**src/rtl/imb_pkg.sv**
```systemverilog
package imb_pkg;
  typedef logic [95:0] rec_t;

  typedef enum logic [1:0] {
    SRC_RX = 2'b00,
    SRC_CP = 2'b01,
    SRC_PL = 2'b10
  } src_e;

  localparam logic [2:0] CP_PORT_CODE = 3'b111;
  localparam logic [2:0] PL_PORT_CODE = 3'b110;

  // field positions inside the merged record
  localparam int LEN_LSB   = 48;
  localparam int PORT_LSB  = 24;
  localparam int FLAGS_LSB = 16;

  function automatic logic [15:0] strip_len(input logic [15:0] frame,
                                            input logic [15:0] hdr);
    return (frame >= hdr) ? (frame - hdr) : 16'd0;
  endfunction

  function automatic rec_t pack_rx(input logic [31:0] handle,
                                   input logic [15:0] l3len,
                                   input logic [2:0]  port);
    rec_t r;
    r = '0;
    r[87:64] = handle[23:0];
    r[LEN_LSB +: 16] = l3len;
    r[PORT_LSB +: 3] = port;
    r[FLAGS_LSB +: 8] = {5'b0, SRC_RX, 1'b0};
    return r;
  endfunction

  function automatic rec_t retag(input rec_t in_rec, input src_e src,
                                 input logic [2:0] port);
    rec_t r;
    r = in_rec;
    r[PORT_LSB +: 3] = port;
    r[FLAGS_LSB+1 +: 2] = src;
    return r;
  endfunction
endpackage

```
**src/rtl/imb_rr_arb.sv**
```systemverilog
module imb_rr_arb #(
  parameter int N = 3
) (
  input  logic         clk,
  input  logic         rst_n,
  input  logic [N-1:0] req,
  input  logic         en,
  output logic [N-1:0] gnt
);
  localparam int IW = (N > 1) ? $clog2(N) : 1;

  logic [IW-1:0] last_q;
  logic [IW-1:0] win;
  logic          hit;

  always_comb begin
    gnt = '0;
    win = last_q;
    hit = 1'b0;
    for (int off = 1; off <= N; off++) begin
      int cand;
      cand = int'(last_q) + off;
      if (cand >= N) cand = cand - N;
      if (!hit && en && req[cand]) begin
        hit       = 1'b1;
        gnt[cand] = 1'b1;
        win       = IW'(cand);
      end
    end
  end

  always_ff @(posedge clk) begin
    if (!rst_n) last_q <= IW'(N - 1);
    else if (hit) last_q <= win;
  end

  generate
    if (N > 1) begin : g_fair
      p_rr_no_repeat_r2: assert property (@(posedge clk) disable iff (!rst_n)
        (en && (&req)) ##1 (en && (&req)) |-> (gnt != $past(gnt)));
    end
  endgenerate
endmodule

```
**src/rtl/imb_norm.sv**
```systemverilog
module imb_norm
  import imb_pkg::*;
#(
  parameter logic [15:0] HDR_BYTES = 16'd14
) (
  input  logic [2:0]  sel,
  input  logic [31:0] rx_handle,
  input  logic [15:0] rx_frame_len,
  input  logic [2:0]  rx_port,
  input  rec_t        cp_rec,
  input  rec_t        pl_rec,
  output rec_t        rec,
  output logic [15:0] l3_len
);
  assign l3_len = strip_len(rx_frame_len, HDR_BYTES);

  always_comb begin
    if (sel[0])      rec = pack_rx(rx_handle, l3_len, rx_port);
    else if (sel[1]) rec = retag(cp_rec, SRC_CP, CP_PORT_CODE);
    else if (sel[2]) rec = retag(pl_rec, SRC_PL, PL_PORT_CODE);
    else             rec = '0;
  end
endmodule

```
**src/rtl/pkt_ingress_merge.sv**
```systemverilog
module pkt_ingress_merge
  import imb_pkg::*;
#(
  parameter logic [15:0] HDR_BYTES = 16'd14,
  parameter logic [15:0] IP_OFS    = 16'h018E
) (
  input  logic        clk,
  input  logic        rst_n,
  input  logic        rx_valid,
  output logic        rx_ready,
  input  logic [31:0] rx_handle,
  input  logic [15:0] rx_frame_len,
  input  logic [3:0]  rx_port,
  input  logic        cp_valid,
  output logic        cp_ready,
  input  logic [95:0] cp_rec,
  input  logic        pl_valid,
  output logic        pl_ready,
  input  logic [95:0] pl_rec,
  output logic        out_valid,
  input  logic        out_ready,
  output logic [95:0] out_rec,
  output logic        dsc_we,
  output logic [31:0] dsc_addr,
  output logic [15:0] dsc_buf_size,
  output logic [15:0] dsc_pkt_size,
  output logic [15:0] dsc_offset,
  output logic [3:0]  dsc_free_list,
  output logic [7:0]  dsc_ref_cnt
);
  localparam int NSRC = 3;

  logic            slot_free;
  logic [NSRC-1:0] req;
  logic [NSRC-1:0] gnt;
  logic            accept;
  logic            rx_accept;
  rec_t            norm_rec;
  logic [15:0]     l3_len;
  logic [15:0]     dsc_len_q;

  assign slot_free = !out_valid || out_ready;
  assign req       = {pl_valid, cp_valid, rx_valid};
  assign {pl_ready, cp_ready, rx_ready} = gnt;
  assign accept    = |gnt;
  assign rx_accept = gnt[0];

  imb_rr_arb #(.N(NSRC)) u_arb (
    .clk   (clk),
    .rst_n (rst_n),
    .req   (req),
    .en    (slot_free),
    .gnt   (gnt)
  );

  imb_norm #(.HDR_BYTES(HDR_BYTES)) u_norm (
    .sel          (gnt),
    .rx_handle    (rx_handle),
    .rx_frame_len (rx_frame_len),
    .rx_port      (rx_port[2:0]),
    .cp_rec       (cp_rec),
    .pl_rec       (pl_rec),
    .rec          (norm_rec),
    .l3_len       (l3_len)
  );

  always_ff @(posedge clk) begin
    if (!rst_n) begin
      out_valid <= 1'b0;
      out_rec   <= '0;
      dsc_we    <= 1'b0;
      dsc_addr  <= '0;
      dsc_len_q <= '0;
    end else begin
      dsc_we <= rx_accept;
      if (accept) begin
        out_valid <= 1'b1;
        out_rec   <= norm_rec;
      end else if (out_ready) begin
        out_valid <= 1'b0;
      end
      if (rx_accept) begin
        dsc_addr  <= rx_handle;
        dsc_len_q <= l3_len;
      end
    end
  end

  assign dsc_buf_size  = dsc_len_q;
  assign dsc_pkt_size  = dsc_len_q;
  assign dsc_offset    = IP_OFS;
  assign dsc_free_list = 4'd0;
  assign dsc_ref_cnt   = 8'd1;

  p_one_ready_r2: assert property (@(posedge clk) disable iff (!rst_n)
    $onehot0({pl_ready, cp_ready, rx_ready}));

  p_rx_port_range_r3: assert property (@(posedge clk) disable iff (!rst_n)
    rx_valid |-> !rx_port[3]);

  p_rx_writes_r4: assert property (@(posedge clk) disable iff (!rst_n)
    (rx_valid && rx_ready) |=> dsc_we);

  p_only_rx_writes_r7: assert property (@(posedge clk) disable iff (!rst_n)
    !(rx_valid && rx_ready) |=> !dsc_we);

  p_stall_hold_r8: assert property (@(posedge clk) disable iff (!rst_n)
    (out_valid && !out_ready) |=> (out_valid && $stable(out_rec)));

  p_stall_block_r8: assert property (@(posedge clk) disable iff (!rst_n)
    (out_valid && !out_ready) |-> !(rx_ready || cp_ready || pl_ready));

  p_accept_shows_r9: assert property (@(posedge clk) disable iff (!rst_n)
    ((rx_valid && rx_ready) || (cp_valid && cp_ready) || (pl_valid && pl_ready))
      |=> out_valid);

  p_write_len_r10: assert property (@(posedge clk) disable iff (!rst_n)
    (rx_valid && rx_ready) |=>
      ((17'(dsc_pkt_size) + 17'(HDR_BYTES) == 17'($past(rx_frame_len))) ||
       (dsc_pkt_size == 16'd0 && $past(rx_frame_len) < HDR_BYTES)));
endmodule

```
**config.mk**
```make
export PLATFORM = sky130hd
export DESIGN_NAME = pkt_ingress_merge
export DESIGN_NICKNAME = d
export VERILOG_FILES = /design/src/rtl/imb_pkg.sv /design/src/rtl/imb_rr_arb.sv /design/src/rtl/imb_norm.sv /design/src/rtl/pkt_ingress_merge.sv
export SDC_FILE = /design/constraint.sdc
export NUM_CORES = 1
export LEC_CHECK = 0
export ABC_CLOCK_PERIOD_IN_PS = 3000
export BUFFER_PORTS_ARGS = -buffer_cell sky130_fd_sc_hd__buf_2
export CORE_AREA = 3 3 171 173
export CTS_CLUSTER_DIAMETER = 150
export CTS_CLUSTER_SIZE = 24
export DETAILED_ROUTE_END_ITERATION = 8
export DIE_AREA = 0 0 174 176
export SLEW_MARGIN = 25
export SYNTH_ARGS = -nofsm -noshare
export SYNTH_HDL_FRONTEND = slang
export SYNTH_HIERARCHICAL = 1
export SYNTH_SLANG_ARGS = --single-unit
```
**constraint.sdc**
```tcl
create_clock -name clk -period 3 [get_ports clk]
set_input_delay 0.15 -clock clk [delete_from_list [all_inputs] [get_ports clk]]
set_output_delay 0.15 -clock clk [all_outputs]
set_load 0.02 [all_outputs]
```
Word level (Yosys, flattened, before mapping)
Cells that the tools add are included.
{"block": "word_totals", "ff_bits": 148, "output_inout_bits": 193}
{"block": "classes", "add_sub_neg": 7, "n_lt_le_gt_ge": 10, "muxes": 33, "bitwise_logic": 2, "n_reduce_logical": 16}
{"operator": "$mux W96", "count": 3}
{"operator": "$ge A32 B1 Y1 const B", "count": 3}
{"operator": "$ge A32 B3 Y1 const B", "count": 3}
{"operator": "$lt A32 B4 Y1 const B", "count": 3}
{"operator": "$mux W32", "count": 3}
{"operator": "$sub A32 B3 Y32 const B", "count": 3}
{"operator": "$ge A16 B4 Y1 const B", "count": 1}
{"operator": "$mux W16", "count": 1}
{"operator": "$sub A16 B4 Y16 const B", "count": 1}
{"operator": "$mux W1", "count": 14}
{"operator": "$mux W3", "count": 3}
{"operator": "$logic_and A1 B1 Y1", "count": 8}
{"operator": "$add A2 B2 Y3 const B", "count": 2}
{"operator": "$bmux W1 S2", "count": 3}
{"operator": "$demux W1 S2", "count": 3}
{"operator": "$mux W2", "count": 3}
{"operator": "$or A3 B3 Y3", "count": 2}
{"operator": "$add A2 B1 Y3 const B", "count": 1}
{"operator": "$logic_not A1 Y1", "count": 3}
{"operator": "$reduce_bool A3 Y1", "count": 1}
{"operator": "$reduce_or A3 Y1", "count": 1}
{"operator": "$reduce_and A2 Y1", "count": 1}
{"operator": "$reduce_bool A2 Y1", "count": 1}
{"operator": "$logic_or A1 B1 Y1", "count": 1}

Logic depth before layout (Yosys ltp)
Gate-level depths: netlist (run 1).
{"block": "depth", "depth_word": 19, "ltp_mapped": 14, "mapped_depth_nobuf": 11}

By module
Netlist (run 1), hierarchy kept.
{"mod": "pkt_ingress_merge", "instances": 1, "cells_per_inst": 624, "area_per_inst_um2": 6017.0}
{"mod": "imb_norm", "instances": 1, "cells_per_inst": 253, "area_per_inst_um2": 1612.8}
{"mod": "imb_rr_arb", "instances": 1, "cells_per_inst": 43, "area_per_inst_um2": 357.8}

Worst setup path before layout (run 1)
No wires, ideal clock.
{"block": "synth_timing", "kind": "register -> register", "start": "register u_arb.last_q[0]", "end": "register out_rec[40]", "t_arrival_ns": 3.214, "path_slack_ns": -0.335, "stages_incl_launch_ff": 15, "path_cell_list": "dfxtp_1 > inv_1 > ha_1 > buf_6 > a21boi_2 > a211o_1 > a211o_1 > o221ai_1 > clkbuf_1 > nor3b_1 > buf_2 > buf_2 > a22o_1 > nand2_1 > mux2i_1"}
{"block": "synth_via", "word_cells_on_any_way": 54, "cone_classes": "6 x add/sub; 9 x order compare; 26 x mux; 2 x bitwise; 11 x reduce/logical"}
{"item": "start: declaration", "line_no": "imb_rr_arb.sv:12", "source": "logic [IW-1:0] last_q;"}
{"item": "start signal: assignment", "line_no": "imb_rr_arb.sv:33", "source": "if (!rst_n) last_q <= IW'(N - 1);"}
{"item": "start signal: assignment", "line_no": "imb_rr_arb.sv:34", "source": "else if (hit) last_q <= win;"}
{"item": "branches (longest 15 deep; another with $sub A32 B3 Y32)"}
{"item": "$mux W3 *", "line_no": "imb_rr_arb.sv:24", "source": "if (!hit && en && req[cand]) begin"}
{"item": "via rx_ready", "line_no": "pkt_ingress_merge.sv:10", "source": "output logic rx_ready,"}
{"item": "$mux W96 *", "line_no": "imb_norm.sv:18", "source": "if (sel[0]) rec = pack_rx(rx_handle, l3_len, rx_port);"}
{"item": "via norm_rec[40]", "line_no": "pkt_ingress_merge.sv:38", "source": "rec_t norm_rec;"}
{"item": "end signal: assignment", "line_no": "pkt_ingress_merge.sv:78", "source": "out_rec <= norm_rec;"}
{"item": "end: declaration", "line_no": "pkt_ingress_merge.sv:22", "source": "output logic [95:0] out_rec,"}
Mark *: on every way through the listed nets, which the timed path passes. The select of a mux whose other input is x is not followed.
A chain may end at the register's enable or synchronous reset.

Final worst setup path (run 1)
{"block": "layout_timing", "start": "register u_arb.last_q[0]", "end": "register out_rec[57]"}
{"block": "layout_via", "elab_chain_cells": 19, "word_cells_on_any_way": 54, "cone_classes": "6 x add/sub; 9 x order compare; 26 x mux; 2 x bitwise; 11 x reduce/logical"}
{"item": "branches (longest 15 deep; another with $sub A32 B3 Y32)"}
{"item": "$mux W3 *", "line_no": "imb_rr_arb.sv:24"}
{"item": "$mux W96", "line_no": "imb_norm.sv:20", "source": "else if (sel[2]) rec = retag(pl_rec, SRC_PL, PL_PORT_CODE);"}
{"item": "$mux W96", "line_no": "imb_norm.sv:19", "source": "else if (sel[1]) rec = retag(cp_rec, SRC_CP, CP_PORT_CODE);"}
{"item": "$mux W96 *", "line_no": "imb_norm.sv:18"}
{"item": "via norm_rec[57]", "line_no": "pkt_ingress_merge.sv:38"}
Marks and branches as above.

==> results list, run 1 <==
- The count of buffers added on input and output ports is 403.
- Required time of the critical path: 3.29 ns
* Synth Flop Type: dfxtp_1
- The number of cells on the worst reg-to-reg path is 15.
* Total detailed-routing wirelength: 27.7 mm
- Minimum clock period after layout: 2.90 ns
- Standard-cell rows: 61
* Slack of the worst reg-to-reg path: 0.1 ns
- Counting flops and latches in the post-synthesis netlist gives 148.
- In this run the number of H-tree levels came out at 4.
* Global routing usage on met1: 19.5%
- Cell accounting for the most synthesized area: dfxtp_1
* Crit path DAT: 3.20 ns
- Leading cell types by total area after synthesis: dfxtp_1 37%, mux2i_1 19%, nand2_1 10%
- CTS tree: done
- Average routed wire per standard cell: 16.0 um
- Peak per-stage delay on the critical path: 0.35 ns
- Clk_lat worst skew: 0.42 ns
* Top-Level Pins: 443
- Worst setup path endpoint: out_rec[57]
- Worst path depth: 15
- Share of cells above drive strength 1: 38.9%
- The clock arrives with 0.0113 ns of skew.
- The net count of the finished layout is 1,593.
- The slowest stage of the critical path belongs to the cell dfxtp_2.
- The number of different library cells used by synthesis comes to 53.
- Worst hold slack after final layout: 0.0260 ns
- Area of all sequential standard cells: 2970 um^2
- The worst register-to-register path begins at u_arb/last_q[0].
* Number of optimization iterations in the first detailed-route pass: 4
* Clock Pin Slew Worst Setup and Hold Paths: 0.07 ns
- The critical path starts at u_arb/last_q[0].
* CORE AREA: 27,800 um^2
- Area growth from synthesis to final layout: 42.9%
- Detailed-route vias per instance: 4.59
* Max Cap Viol: 0
- Post-synth ARST share: 0%
* Capture instance of the worst register-to-register path: out_rec[57]
- The first global-routing pass estimated 40.6 mm of wire.
- Synthesized area divided by synthesized cell count: 8.68 um^2
* Number of CTS-inserted buffers: 17
- In the finished design, the share of the clock period the worst path needs comes to 96.8%.
- CTS sink cnt: 148
- Summing all multi-input logic gate instances after layout gives 4440 um^2.
* Antenna fix cells: 0
- GRT Util Overall: 16.4%
- Clk root buf: clkbuf_16
- Number of instances in the placed design: 1,652
- Entering global routing, the biggest net connects 91 pins.
- Post-DP HPWL: 19.5 mm
- Total via count after detailed routing: 7,939
- Global routing usage on met2: 28.9%
- In this run the vertical extent of the chip is 176 um.
- Walking the worst path, the cells encountered are inv_2, ha_4, mux2i_1, a211o_1, a211o_1, o221ai_4, buf_8, buf_4, nor2b_4, buf_4, clkbuf_16, a22oi_1, o21ai_1, nand2_1, mux2i_1.
- Post-route non-filler standard cell count: 1,728
- Remaining global-route overflow: 0
- Summed over its instances, the top area cell type makes up 37.1% of the synthesized netlist area.
- In this run the cell area of the synthesized design comes to 7990 um^2.
- IR analysis of the VDD net gives a maximum drop of 0.705 mV.
* Final RePlAce weighted congestion: 0.837
- Startpoint Class: flop
- The floorplan step defined a die boundary enclosing 30,600 um^2.
* Lkg Pwr: 5.50 nW
- Utilization after layout: 41.1%
* CP Buf/Inv Count: 5
- In this run the worst path has a maximum fanout of 10.
- Number of instances in the synthesized netlist: 920
- Kind of critical path: flop to flop
- Fill cells: 2,873
- For this design the ratio of total power to cell area is 1250 nW/um^2.
- Highest-utilization routing layer at the global route stage: met2
- In this run the tightest slew margin relative to its limit is 51.3%.
- The final count of hold timing violations came to 0.
- For the pin with the worst max-slew slack, the measured transition is 0.723 ns.
- Once the floorplan was initialized, standard cells occupied 28.8% of the core.
- The min-delay analysis places its worst path in the category input port to flop.
* Overall power consumption: 14.2 mW
- Kind of end point of the critical path: flop
* X dimension of the die: 174 um
* Antenna violations before repair: 0
- Total of warnings raised by yosys: 6
* Outcome: finished clean
* Met3 Usage GRT: 4.67%
* Remaining DRCs: 0
* Seq/Total Area, Yosys: 37.1%
- In this run the remaining antenna-violating nets after routing total 0.
- Post-synth EDFFs: 0
- Derived from the worst setup path, the maximum achievable clock frequency is 344 MHz.
- The number of pins with negative max-slew slack in the final report was 0.
* Number of global-route vias before repair: 7,671
* Worst-case clock buffer depth: 2
* Cell family with most CP delay: compound AO/OA/AOI/OAI gates
- Final-report setup violation count: 0
* Violation count after the first detailed-routing iteration: 277
stage by stage:
| step | setup WS (ns) | area (um^2) | setup TNS (ns) |
|---|---|---|---|
| floorplan | 0.0233 | 8150 | 0 |
| global placement | 0.00433 | 10400 | 0 |
| detailed placement | -0.104 | 10400 | -3.33 |
| CTS | -0.0952 | 11200 | -0.106 |
| global route | -0.0164 | 11400 | -0.0289 |
| finish | 0.0962 | 11400 | 0 |
worst min-delay path by stage:
stage / startpoint / endpoint / slack, ns / cells after the start
floorplan: rst_n / u_arb/last_q[0] / 0.27 / 1
global placement: rx_handle[27] / dsc_addr[27] / 0.41 / 3
detailed placement: rx_handle[31] / dsc_addr[31] / 0.42 / 3
CTS: rx_handle[9] / dsc_addr[9] / 0.0009 / 3
global route: rx_handle[12] / dsc_addr[12] / 0.02 / 3
finish: rx_handle[12] / dsc_addr[12] / 0.03 / 3
worst reg2reg max path, delay by kind of cell, from the launching register on:
kind | cells | cell delay, ns
compound gates | 5 | 1.18
buf+inv | 5 | 0.69
flops | 1 | 0.35
fa+ha+maj | 1 | 0.27
mux | 2 | 0.19
simple gates | 2 | 0.11
registers in the layout, summed over array words and instances, names as in the netlist:
name          flops
dsc_addr         32
out_valid         1
dsc_we            1
dsc_buf_size     16
out_rec          96
u_arb/last_q      2
synth_stat cells, types with 2 or more instances:
| cell | count |
|---|---|
| a211o_1 | 3 |
| a211oi_1 | 2 |
| a21o_1 | 2 |
| a21oi_1 | 4 |
| a221o_1 | 4 |
| a22o_1 | 51 |
| a22oi_1 | 37 |
| buf_1 | 5 |
| buf_2 | 28 |
| buf_4 | 53 |
| buf_6 | 2 |
| buf_8 | 3 |
| clkbuf_1 | 27 |
| conb_1 | 2 |
| dfxtp_1 | 148 |
| ha_1 | 6 |
| inv_1 | 11 |
| mux2_2 | 3 |
| mux2i_1 | 148 |
| nand2_1 | 223 |
| nand3_1 | 4 |
| nor2_1 | 21 |
| nor2b_1 | 51 |
| nor3_1 | 4 |
| nor4_1 | 2 |
| o21a_1 | 5 |
| o21ai_0 | 26 |
| o21ai_1 | 12 |
| xnor2_1 | 8 |
| xor2_1 | 2 |
power by group:
| group | internal, mW | switching, mW | leakage (nW) | total (mW) |
|---|---|---|---|---|
| logic | 4.02 | 5.11 | 4.03 | 9.14 |
| registers | 2.68 | 0.363 | 1.21 | 3.04 |
| clock network | 1.09 | 0.952 | 0.263 | 2.04 |
per-layer routing:
metal	routed length, um	share of wire [%]	vias up
li1	-	-	3925
met1	11600	42	3686
met2	13700	50	308
met3	1940	7.0	20
met4	378	1.4	0
met5	0	0	-
area by class of cell:
class / count / area share, %
sequential: 148 / 26.0
clock buffer: 18 / 3.76
inverter: 11 / 0.362
timing repair buffer: 490 / 25.8
clock inverter: 14 / 1.02
multi-input combinational: 669 / 38.9
tap: 378 / 4.14
logic make-up (layout without fill, tap and decap cells):
logic type	count (synthesis)	count (layout)	share of synthesized area, %
simple gates	317	317	17.5
compound gates	157	157	14.7
mux	151	151	19.0
flops	148	148	37.1
buf+inv	129	533	9.60
xor+xnor	10	10	1.10
fa+ha+maj	6	6	0.940
other cells	2	28	0.0940
cell usage in the layout, fill, tap and decap left out, types with 11 or more instances in the layout:
cell           netlist  layout
o21ai_0             26      26
dfxtp_1            148     146
nor2_1              21      21
o21ai_1             12      11
clkbuf_16            0      21
a22oi_1             37      36
a22o_1              51      51
buf_4               53      47
nand2_1            223     222
mux2i_1            148     147
dlygate4sd3_1        0      23
nor2b_1             51      49
conb_1               2      28
buf_2               28     402
repair_timing:
item	4_1_cts	5_1_grt
setup buffers	6	10
setup endpoints to repair	90	70
pin swaps	3	6
hold buffers	23	0
resized for setup	2	17
hold endpoints to repair	23	0
gates cloned	0	5
Note: power is estimated with default switching activity, not from simulation.
==> inputs of run 2 (changes only) <==
HOLD_SLACK_MARGIN = 0.12   (was unset)
SLEW_MARGIN = 20   (was 25)
==> results list, run 2 (synthesized netlist as in run 1, its figures left out) <==
- Outcome: finished clean
* Worst path depth: 16
- The detailed router finished its first iteration with 360 violations.
- Most common cell after layout, fill and taps aside: buf_2
* Achievable clock frequency: 334 MHz
* Top-Level Pins: 443
- The worst setup path is of the flop to flop kind.
* Clk_lat worst skew: 0.42 ns
- Number of hold violations in the final report: 0
- Worst-case clock buffer depth: 2
* Share of cells above drive strength 1: 37.6%
- Crit-path slowest cell: dfxtp_2
- Overall power consumption after layout is estimated at 14.6 mW.
* Utilization after layout: 44.3%
* Top library cells by usage in the layout, fill and taps aside: 402 x buf_2, 222 x nand2_1, 146 x mux2i_1, 146 x dfxtp_1, 96 x dlygate4sd3_1
* Nets: 1,669
- For this run the aggregate overflow at the end of global routing stands at 0.
- At the placement stage, the worst setup path has a slack of -0.104 ns.
* Clk root buf: clkbuf_16
* Final-report max-slew violation count: 0
* Global-route wire length before repair: 42.8 mm
- In this design, the stage delay of the slowest critical-path cell is 0.35 ns.
- CTS tree: done
* Height of the chip: 176 um
* Starting density of the core: 28.8%
* Max Cap Viol: 0
- Area growth from synthesis to final layout: 53.9%
- Antenna fix cells: 0
* CP Cell Sequence: inv_2, ha_4, mux2i_2, a211o_1, a211o_1, o221ai_4, buf_8, buf_6, nor2b_4, buf_12, buf_12, buf_12, a22oi_2, o21ai_1, nand2_1, mux2i_1
- The worst register-to-register path has a setup slack of 0.002 ns.
- Area of the die: 30,600 um^2
- The initial antenna violation count was 1.
- Post-route clock skew: 0.0127 ns
- The kind of cell with the highest combined delay along the critical path is compound AO/OA/AOI/OAI gates.
- Entering global routing, the biggest net connects 91 pins.
* Library cell appearing most often on the critical path: buf_12
- Startpoint of the lowest-slack register-to-register path: u_arb/last_q[0]
- Total via count after detailed routing: 8,375
- Minimum clock period after layout: 3.00 ns
- Count of input and output buffers: 403
* P per Cell Area: 1190 nW/um^2
* Clock Pin Slew Worst Setup and Hold Paths: 0.07 ns
- Fill cells: 2,762
- For this design the static power due to leakage is 5.84 nW.
* Required time of the critical path: 3.30 ns
- Setup violations remaining at the end of the flow were counted as 0.
- Kind of end point of the critical path: flop
- The most critical setup path has its endpoint at out_rec[59].
* Average routed wire per standard cell: 16.5 um
- The via count of the first global-routing pass came to 8,170.
- The path class of the tightest hold or removal check is input port to flop.
- Before antenna repair, the detailed router went through 5 iterations.
- After detailed routing, the number of vias per cell comes to 4.64.
- Once routing completed, OpenROAD measured the worst setup slack at 0.00247 ns.
- Number of CTS-inserted buffers: 17
- STA classifies the critical path startpoint as a flop.
- Standard-cell rows: 61
- X dimension of the die: 174 um
* Number of nets with antenna violations after routing: 0
- The worst path uses 99.9% of the clock period.
- Total detailed-routing wirelength: 29.8 mm
- GRT Util Overall: 17.2%
- The congestion estimate from routability-driven global placement came to 0.837.
- Remaining DRCs: 0
* Worst vdd rail ir drop: 0.704 mV
* CTS sink cnt: 148
* Worst rel slew slack: 51.2%
- Capture instance of the worst register-to-register path: out_rec[59]
- STA puts the critical path data arrival time at 3.29 ns.
- CP Buf/Inv Count: 6
- Transition time at the pin with the least slew margin: 0.726 ns
- Flip-flop count of the largest register after layout: 96
- Launching instance or port of the critical path: u_arb/last_q[0]
* Maximum level of the CTS H-tree: 4
- The region available for standard cell placement spans 27,800 um^2.
- out_rec holds more flip-flops than any other register.
* RSZ-0062 raised after global routing: yes
- In this run the worst path has a maximum fanout of 7.
- The wire-length estimate of the detail-placed layout is 19.5 mm.
* Worst reg2reg path depth: 16
==> run 2: cell count changes in the layout (fill, tap and decap cells not counted), sizes merged <==
cell	delta
dlygate4sd3	+73
buf	+2
clkbuf	+1
==> run 2: stage by stage <==
stage	instance area, um^2	TNS (ns)	hold slack (ns)	std cells
final	12300	0	0.126	1804
after global routing	12300	-1.20	0.131	1804
after CTS	11900	-0.106	0.121	1786
after detailed placement	10400	-3.33	0.416	1652
after global placement	10400	0	0.409	1652
after floorplan	8150	0	0.268	946
==> run 2: layout make-up <==
type / instances / area, um^2 / area share (%)
Multi-Input combinational cell: 669 / 4480 / 36.5
Inverter: 11 / 41.3 / 0.336
Clock buffer: 18 / 429 / 3.49
Tap cell: 378 / 473 / 3.85
Clock inverter: 14 / 116 / 0.946
Timing Repair Buffer: 566 / 3790 / 30.8
Sequential cell: 148 / 2970 / 24.1
==> run 2: timing repair <==
| item | CTS | global route |
|---|---|---|
| pin swaps | 3 | 7 |
| setup endpoints to repair | 90 | 70 |
| endpoints found under the hold margin | 84 | 0 |
| cloned | 0 | 8 |
| hold buffers | 96 | 0 |
| setup buffers | 6 | 10 |
| gates resized for setup | 2 | 35 |
==> run 2: layer usage <==
| layer | global-route usage (%) | vias to the layer above | part of all wire [%] |
|---|---|---|---|
| met5 | 0 | - | 0 |
| met4 | 5.90 | 0 | 2.2 |
| met3 | 4.95 | 42 | 7.1 |
| met2 | 30.6 | 345 | 50 |
| met1 | 19.9 | 3911 | 41 |
| li1 | - | 4077 | - |
==> run 2: worst min path at each step <==
| stage | slack (ns) | cells after the start | from | endpoint |
|---|---|---|---|---|
| 2_1_floorplan | 0.27 | 1 | rst_n | u_arb/last_q[0] |
| 3_3_place_gp | 0.41 | 3 | rx_handle[27] | dsc_addr[27] |
| 3_5_place_dp | 0.42 | 3 | rx_handle[31] | dsc_addr[31] |
| 4_1_cts | 0.12 | 4 | cp_rec[93] | out_rec[93] |
| 5_1_grt | 0.13 | 5 | cp_rec[61] | out_rec[61] |
| 6_report | 0.13 | 4 | cp_rec[3] | out_rec[3] |
==> run 2: worst register-to-register path, stage by stage, from the launching register on <==
cell and delay, ns:
dfxtp_2 0.35, inv_2 0.06, ha_4 0.27, mux2i_2 0.16, a211o_1 0.29, a211o_1 0.35, o221ai_4 0.30, buf_8 0.17
buf_6 0.10, nor2b_4 0.04, buf_12 0.14, buf_12 0.14, buf_12 0.15, a22oi_2 0.14, o21ai_1 0.10, nand2_1 0.06
mux2i_1 0.05
==> run 2: where the power goes <==
| group | total, mW | internal, mW | switching (mW) |
|---|---|---|---|
| clock network | 2.05 | 1.09 | 0.965 |
| registers | 3.05 | 2.68 | 0.366 |
| logic | 9.54 | 4.27 | 5.27 |
| total | 14.6 | 8.04 | 6.60 |
==> inputs of run 3 (changes only) <==
CELL_PAD_IN_SITES_DETAIL_PLACEMENT = 0   (was unset)
CELL_PAD_IN_SITES_GLOBAL_PLACEMENT = 2   (was unset)
CORE_AREA = unset   (was 3 3 171 173)
CORE_ASPECT_RATIO = 1.2   (was unset)
CORE_MARGIN = 3   (was unset)
CORE_UTILIZATION = 22   (was unset)
DIE_AREA = unset   (was 0 0 174 176)
PLACE_DENSITY_LB_ADDON = 0.1   (was unset)
==> results list, run 3 (synthesized netlist as in run 1, its figures left out) <==
- Outcome: finished clean
- Dividing the detail-routed via count by the number of cells gives 4.24.
* Worst setup margin: 0.143 ns
- The analysis attributes to cell leakage a power of 5.84 nW.
- Prior to clock tree synthesis, the placed netlist has a worst setup slack of -0.0330 ns.
- Share of cells above drive strength 1: 35.5%
* GRT Util Overall: 15.3%
- Traced cell by cell, the critical path runs through inv_2, ha_4, mux2i_1, a211o_1, a211o_1, o221ai_4, buf_12, buf_12, buf_4.
* Final RePlAce weighted congestion: 0.761
* CORE AREA: 35,400 um^2
* Area of the die: 38,600 um^2
- Crit path DAT: 2.71 ns
- Summing all placed instances gives a cell area of 10,400 um^2.
- Worst rel slew slack: 53.4%
* Crit-path slowest cell: o221ai_4
- In the final routed layout, each cell accounts on average for 16.2 um.
- Nets: 1,678
- The count of buffers added on input and output ports is 403.
- Number of optimization iterations in the first detailed-route pass: 4
- CTS sink cnt: 148
- Final-report setup violation count: 0
- Number of CTS-inserted buffers: 17
- Compared with the post-synthesis result, the final layout area differs by 56.2%.
- CP Buf/Inv Count: 4
- Minimum clock period after layout: 2.86 ns
- Dividing total power by cell area gives a power density of 1150 nW/um^2.
* Post-DP HPWL: 21.8 mm
- Height of the chip: 215 um
- For this run, the top clock speed supported by timing is 350 MHz.
- Number of nets with antenna violations after routing: 0
- With fillers left out, the area of the finished cells amounts to 12,500 um^2.
* Required time of the critical path: 2.85 ns
- For the pin with the worst max-slew slack, the measured transition is 0.699 ns.
- Post-route clock skew: 0.0118 ns
* Fill cells: 3,786
- After floorplanning, the core was divided into 75 placement rows.
- Top-Level Pins: 443
* Startpoint Class: flop
- Worst-path maximum fanout: 11
- The initial antenna violation count was 3.
- Clk_lat worst skew: 0.42 ns
* Clock Pin Slew Worst Setup and Hold Paths: 0.06 ns
- The first global-routing pass estimated 47.0 mm of wire.
- Worst-case clock buffer depth: 2
* CTS tree: done
- Final worst path period share: 95.2%
* Final-report max-slew violation count: 0
- Pin count of the biggest net entering global routing: 105
- Max Cap Viol: 0
- Remaining global-route overflow: 0
- The top cell types in the final layout, fill and taps aside, are 401 x buf_2, 223 x nand2_1, 147 x mux2i_1.
- In this design, the largest share of critical-path delay is due to compound AO/OA/AOI/OAI gates.
- Violation count after the first detailed-routing iteration: 219
- Area of combinational cells with multiple inputs: 4450 um^2
* Kind of end point of the critical path: primary output
- Starting density of the core: 22.6%
- Number of global-route vias before repair: 8,275
- The final count of hold timing violations was 0.
* Total via count after detailed routing: 8,053
- Kind of path behind the tightest hold check: input port to flop
- Most common cell after layout, fill and taps aside: buf_2
* Maximum level of the CTS H-tree: 4
- Registers take 2970 um^2.
* Sum of negative setup slack: 0 ns
- The register with the most flip-flops in the layout has 96 of them.
- Register ranked first by flip-flop count: out_rec
* Total detailed-routing wirelength: 30.9 mm
* Worst vdd rail ir drop: 0.612 mV
- X dimension of the die: 180 um
* Kind of critical path: flop to primary output
* Clk root buf: clkbuf_16
- On the worst path, the slowest cell contributes a delay of 0.38 ns.
- Remaining DRCs: 0
## run 3: what timing repair did
item	in CTS	in global routing
buffers inserted	6	3
endpoints found under the setup margin	8	105
hold buffers	125	0
hold endpoints to repair	108	0
gates cloned	0	3
pin swaps	2	7
gates resized for setup	7	19
## run 3: through the flow
step | instances | util, % | hold slack, ns | power (mW)
3_5_place_dp | 1728 | 29.5 | 0.415 | 11.8
3_3_place_gp | 1728 | 29.5 | 0.411 | 11.8
4_1_cts | 1891 | 34.8 | 0.120 | 14.3
5_1_grt | 1900 | 35.3 | 0.141 | 15.4
6_report | 1900 | 35.3 | 0.136 | 14.3
2_1_floorplan | 946 | - | 0.268 | 9.19
## run 3: worst paths after layout
check / startpoint / to / slack (ns) / depth (start not counted)
min reg2reg: out_rec[58] / out_rec[58] / 0.45 / 2
max: u_arb/last_q[1] / rx_ready / 0.14 / 9
min: cp_rec[44] / out_rec[44] / 0.14 / 4
max reg2reg: u_arb/last_q[1] / out_rec[63] / 0.16 / 13
## run 3: power breakdown
part | internal, mW | switching, mW
clock | 1.10 | 0.919
sequential | 2.68 | 0.359
combinational | 4.10 | 5.14
total | 7.89 | 6.42
## run 3: per-layer routing
metal / up-vias / GRT usage, % / wire length [um]
met5: - / 0 / 0
met4: 0 / 4.64 / 430
met3: 17 / 3.87 / 1890
met2: 263 / 27.0 / 15400
met1: 3689 / 18.2 / 13100
li1: 4084 / - / -
## run 3: tightest hold or removal path: stages
cell     delay [ns]
buf_2          0.08
a22o_1         0.13
nand2_1        0.05
mux2i_1        0.10
## run 3: cell type report
class                   count  share of cell area [%]
diodes                      3                  0.0602
inverters                  11                   0.331
clock inverters            12                   0.662
well taps                 462                    4.63
repair buffers            575                    31.2
clock buffers              20                    3.66
multi-input cells         669                    35.7
flip-flops and latches    148                    23.8
